<file path="src/rtl/irq_nest_pkg.sv">
package irq_nest_pkg;
    localparam int unsigned SRC_N = 6;
    localparam int unsigned EXT_N = 2;
    localparam int unsigned IDX_W = $clog2(SRC_N);
    localparam int unsigned LVL_N = 2;

    typedef struct packed {
        logic             req;
        logic [IDX_W-1:0] idx;
        logic             lvl;
        logic [LVL_N-1:0] insvc;
        logic [EXT_N-1:0] tf;
    } ctl_t;

    typedef struct packed {
        logic pin;
        logic flag;
    } ext_t;
endpackage

</file>
<file path="src/rtl/irq_ext_cond.sv">
module irq_ext_cond
    import irq_nest_pkg::*;
(
    input  logic clk,
    input  logic rst_n,
    input  logic pin_n,
    input  logic edge_mode,
    input  logic clr,
    output logic req,
    output logic flag
);
    ext_t d, q;

    always_comb begin
        d     = q;
        d.pin = pin_n;
        if (edge_mode && q.pin && !pin_n) begin
            d.flag = 1'b1;
        end else if (clr || !edge_mode) begin
            d.flag = 1'b0;
        end
    end

    always_ff @(posedge clk or negedge rst_n) begin
        if (!rst_n) begin
            q <= '{pin: 1'b1, flag: 1'b0};
        end else begin
            q <= d;
        end
    end

    assign req  = edge_mode ? q.flag : !q.pin;
    assign flag = q.flag;

    p_edge_set_r10: assert property (@(posedge clk) disable iff (!rst_n)
        (edge_mode && q.pin && !pin_n) |=> flag);
    p_level_noflag_r9: assert property (@(posedge clk) disable iff (!rst_n)
        !edge_mode |=> !flag);
endmodule

</file>
<file path="src/rtl/irq_pick.sv">
module irq_pick #(
    parameter  int N = 6,
    localparam int W = $clog2(N)
) (
    input  logic [N-1:0] cand,
    output logic         hit,
    output logic [W-1:0] idx
);
    always_comb begin
        hit = |cand;
        idx = '0;
        for (int i = N - 1; i >= 0; i--) begin
            if (cand[i]) begin
                idx = W'(i);
            end
        end
    end
endmodule

</file>
<file path="src/rtl/irq_nest_ctrl.sv">
module irq_nest_ctrl
    import irq_nest_pkg::*;
#(
    parameter int VEC_W    = 16,
    parameter int VEC_BASE = 3,
    parameter int VEC_STEP = 8
) (
    input  logic             clk,
    input  logic             rst_n,
    input  logic [7:0]       en_cfg,
    input  logic [SRC_N-1:0] prio_cfg,
    input  logic [EXT_N-1:0] ext_pin_n,
    input  logic [EXT_N-1:0] ext_type,
    input  logic [EXT_N-1:0] tmr_ovf,
    input  logic             ser_pend,
    input  logic             t2_pend,
    input  logic             ack,
    input  logic             reti,
    output logic             irq_req,
    output logic [VEC_W-1:0] irq_vec,
    output logic [LVL_N-1:0] in_service,
    output logic [EXT_N-1:0] tmr_flag,
    output logic [EXT_N-1:0] ext_flag
);
    localparam int SER_IDX = 2 * EXT_N;
    localparam int T2_IDX  = 2 * EXT_N + 1;

    ctl_t             d, q;
    logic             take;
    logic [SRC_N-1:0] raw, pend, hi_c, lo_c;
    logic [EXT_N-1:0] ext_req, ext_clr;
    logic             hi_hit, lo_hit;
    logic [IDX_W-1:0] hi_idx, lo_idx;

    assign take = ack && q.req;

    for (genvar i = 0; i < EXT_N; i++) begin : g_ext
        localparam int EXT_IDX = 2 * i;
        localparam int TMR_IDX = 2 * i + 1;
        assign ext_clr[i] = take && (q.idx == IDX_W'(EXT_IDX));
        irq_ext_cond i_cond (
            .clk      (clk),
            .rst_n    (rst_n),
            .pin_n    (ext_pin_n[i]),
            .edge_mode(ext_type[i]),
            .clr      (ext_clr[i]),
            .req      (ext_req[i]),
            .flag     (ext_flag[i])
        );
        assign raw[EXT_IDX] = ext_req[i];
        assign raw[TMR_IDX] = q.tf[i];
    end
    assign raw[SER_IDX] = ser_pend;
    assign raw[T2_IDX]  = t2_pend;

    assign pend = raw & en_cfg[SRC_N-1:0] & {SRC_N{en_cfg[7]}};
    assign hi_c = pend & prio_cfg;
    assign lo_c = pend & ~prio_cfg;

    irq_pick #(.N(SRC_N)) i_pick_hi (.cand(hi_c), .hit(hi_hit), .idx(hi_idx));
    irq_pick #(.N(SRC_N)) i_pick_lo (.cand(lo_c), .hit(lo_hit), .idx(lo_idx));

    always_comb begin
        d = q;
        if (reti) begin
            if (q.insvc[1]) begin
                d.insvc[1] = 1'b0;
            end else begin
                d.insvc[0] = 1'b0;
            end
        end
        if (take) begin
            d.insvc[q.lvl] = 1'b1;
        end
        for (int i = 0; i < EXT_N; i++) begin
            if (tmr_ovf[i]) begin
                d.tf[i] = 1'b1;
            end else if (take && (q.idx == IDX_W'(2 * i + 1))) begin
                d.tf[i] = 1'b0;
            end
        end
        if (take) begin
            d.req = 1'b0;
        end else if (!q.insvc[1] && hi_hit) begin
            d.req = 1'b1;
            d.idx = hi_idx;
            d.lvl = 1'b1;
        end else if (q.insvc == '0 && lo_hit) begin
            d.req = 1'b1;
            d.idx = lo_idx;
            d.lvl = 1'b0;
        end else begin
            d.req = 1'b0;
        end
    end

    always_ff @(posedge clk or negedge rst_n) begin
        if (!rst_n) begin
            q <= '0;
        end else begin
            q <= d;
        end
    end

    assign irq_req    = q.req;
    assign irq_vec    = VEC_W'(VEC_BASE) + VEC_W'(q.idx) * VEC_W'(VEC_STEP);
    assign in_service = q.insvc;
    assign tmr_flag   = q.tf;

    p_gate_off_r2: assert property (@(posedge clk) disable iff (!rst_n)
        !en_cfg[7] |=> !irq_req);
    p_hi_silent_r6: assert property (@(posedge clk) disable iff (!rst_n)
        in_service[1] |=> !irq_req);
    p_ack_marks_r7: assert property (@(posedge clk) disable iff (!rst_n)
        (ack && irq_req && !reti) |=> (!irq_req && in_service != '0));
    p_reti_order_r8: assert property (@(posedge clk) disable iff (!rst_n)
        (reti && !ack && in_service == 2'b11) |=> (in_service == 2'b01));
    p_tmr_clear_r11: assert property (@(posedge clk) disable iff (!rst_n)
        (ack && irq_req && irq_vec == VEC_W'(VEC_BASE + VEC_STEP) && !tmr_ovf[0])
        |=> !tmr_flag[0]);
endmodule

</file>
<file path="config.mk">
export PLATFORM = sky130hd
export DESIGN_NAME = irq_nest_ctrl
export DESIGN_NICKNAME = d
export VERILOG_FILES = /design/src/rtl/irq_nest_pkg.sv /design/src/rtl/irq_ext_cond.sv /design/src/rtl/irq_pick.sv /design/src/rtl/irq_nest_ctrl.sv
export SDC_FILE = /design/constraint.sdc
export NUM_CORES = 1
export LEC_CHECK = 0
export ABC_AREA = 1
export BUFFER_PORTS_ARGS = -buffer_cell sky130_fd_sc_hd__buf_2
export CAP_MARGIN = 40
export CORE_AREA = 4 4 57 72
export CTS_BUF_LIST = sky130_fd_sc_hd__clkbuf_4
export DETAILED_ROUTE_END_ITERATION = 8
export DIE_AREA = 0 0 61 76
export SLEW_MARGIN = 20
export SYNTH_ARGS = -nofsm -noshare
export SYNTH_HDL_FRONTEND = slang
export SYNTH_SLANG_ARGS = --single-unit
export TNS_END_PERCENT = 20
</file>
<file path="constraint.sdc">
create_clock -name clk -period 1.8 [get_ports clk]
set_clock_uncertainty 0.1 [all_clocks]
set_input_delay 0.09 -clock clk [delete_from_list [all_inputs] [get_ports clk]]
set_output_delay 0.09 -clock clk [all_outputs]
set_load 0.02 [all_outputs]
</file>
==> run metrics <==
cell count of the worst reg-to-reg path=9; grt ovf=0; Non-Filler Instances=just over 200; Diodes inserted=0; Area growth syn-to-layout=20.1%; syn avg cell area=7.68 um^2; Syn. warnings=0; Bufs on Longest Clock Path=2; WP data arrival=1.58 ns; Worst Setup End Kind=flip-flop; Hold Vio Cnt, Final=0; outcome=finished clean; Max rail drop VDD=approximately 420 uV; Chip Height=76 um; dpl hpwl=1.75 mm; setup violators final=0; post-route ant nets=0; Netlist cell types=25; RSZ-0062 raised after global routing=no; CP cell instances=dlygate4sd3_1, buf_2, nand2_1, o21ai_2, nand3_2, nand2_1, nor2_2, nand2_2, nand3_2, nand2_4, nand2_1, nand2_1; Clock Tree Root=clkbuf_4; Post-CTS Setup Bufs=0; clk_lat worst skew=0.26 ns; Clk pin slew, worst setup/hold paths=roughly 0.070 ns; Worst Path Required=1.86 ns; Synth area leader=dfrtp_1; DRT Pass-1 Iters=4; critical path class=in2reg; IO Pins=49; total number of vias=875; first-pass GRT wire length=roughly 3.2 mm; most frequent cells in the layout=34 x buf_2, 31 x nand2_1, 13 x conb_1; TritonCTS Buffers=3; CP max FO=5; CP most frequent cell=nand2_1; Setup TNS Final=0 ns; FF-to-FF End=q[6]; Yosys reg bits=13; initial antenna violation count=0; Total Routing Usage GR=8.99%; CP Depth=12; Die X=~60 um; clk sinks=13; DIE AREA=0.00464 mm^2; Critical Path End=q[6]; DRC errors left=0; final wirelength=2.05 mm; Fmax=658 MHz; largest net degree at the start of global routing=14; vias in the first global route=786; Nets=~190; Post-Syn Area=0.00101 mm^2; r2r setup slk=around 0.33 ns; DRT iter0 DRCs=14; biggest cell delay along the critical path=approximately 0.53 ns; Top delay family on crit path=simple AND/OR/NAND/NOR gates; Site Rows=24; ranking of synthesized cells by area=dfrtp_1 27%, buf_4 16%, nand2_1 11%; CP Launch Point=ext_type[0]; wire per inst=9.94 um; # H-tree levels=1; RR Startpoint=g_ext[0].i_cond.q[1]; HP Class=in2async; Power Dens Cells=roughly 940 mW/mm^2; element type at the critical path start=input port; dpl cells=193; CORE AREA=0.00342 mm^2; Final Cycle Share=84.4%; post-cts gate resize count=0; routability cong.=0.741; maxcap violations=0; sequential fraction of the synthesis area=32.3%; Buf/Inv on CP=2; Leakage Power=0.680 nW; CP max stage cell=dlygate4sd3_1; fraction of layout cells with a size suffix above 1=37.1%; starting density of the core=29.6%; vias per cell=~4.2; pins over their slew limit=0; port bufs=34; fin crit period=1.52 ns; leading cell type in the layout, fill and taps excluded=buf_2; CTS tree=built; post-synth top area share=27.2%; Mapped Cells=132
[final cells by class]
cell class | instances | area (um^2)
sequential | 13 | 328
multi-input combinational | 93 | 498
timing repair buffer | 43 | 260
tap | 39 | 48.8
inverter | 14 | 52.6
clock buffer | 4 | 30.0
fill | 390 | 2210
[flip-flops by register name (all words and copies together) (netlist names)]
signal,count
q,4
tmr_flag,2
g_ext.i_cond.q,2
g_ext.i_cond.flag,2
irq_req,1
in_service,2
[power breakdown]
group,leakage [nW],switching (mW),total [mW],internal [mW]
clock,0.0184,0.0842,0.185,0.101
combinational,0.508,0.326,0.510,0.184
sequential,0.154,0.0770,0.453,0.376
[worst min path at each step]
stage                                 to  slack [ns]  cells after the start
floorplan           g_ext[0].i_cond.flag       -0.31                      0
global placement           in_service[1]       -0.11                      1
detailed placement         in_service[1]       -0.10                      1
CTS                          tmr_flag[0]        0.13                      2
global route        g_ext[1].i_cond.flag        0.16                      2
finish                     in_service[1]        0.15                      2
[logic make-up (layout without fill, tap and decap cells)]
logic type	Yosys count	in the layout	share of synthesized area, %
and+or+nand+nor	66	66	35.3
buffers and inverters	37	61	22.6
AOI/OAI and AO/OA	14	14	9.01
DFF	13	13	32.3
other	2	13	0.741
[repair_timing]
action	in CTS	in global routing
endpoints found under the hold margin	20	0
setup endpoints to repair	0	0
hold buffers	9	0
[routing by layer]
metal / share of wire [%] / GRT usage, % / routed length (um) / vias up
met2: 49 / 14.9 / 1010 / 31
met1: 38 / 10.2 / 781 / 374
li1: - / - / - / 466
met3: 11 / 2.37 / 218 / 4
met5: 0 / 0 / 0 / -
met4: 2.0 / 4.56 / 41 / 0
[synthesized netlist by cell type]
cell type	number
nand2_1	31
buf_4	22
inv_1	12
dfrtp_1	11
nand2_2	6
nand3_2	6
nand4_1	6
nand3_1	5
nor2_1	4
a21oi_1	3
o21ai_2	3
a21o_1	2
conb_1	2
dfstp_2	2
inv_2	2
nand2_4	2
nor2_2	2
nor4_1	2
o21ai_0	2
o22ai_1	2
buf_6	1
nand3b_2	1
nor3b_1	1
o21ai_1	1
o21bai_1	1
[through the flow]
step	instance area, um^2	hold WS, ns	util (%)	setup slack (ns)	total power, mW
after floorplan	1050	-0.306	-	0.445	0.888
after global placement	1100	-0.107	32.1	0.332	0.949
after detailed placement	1100	-0.104	32.1	0.327	0.950
after CTS	1220	0.135	35.6	0.257	1.17
after global routing	1220	0.160	35.6	0.174	1.24
final	1220	0.147	35.6	0.281	1.15
(Power assumes the default switching activity.)
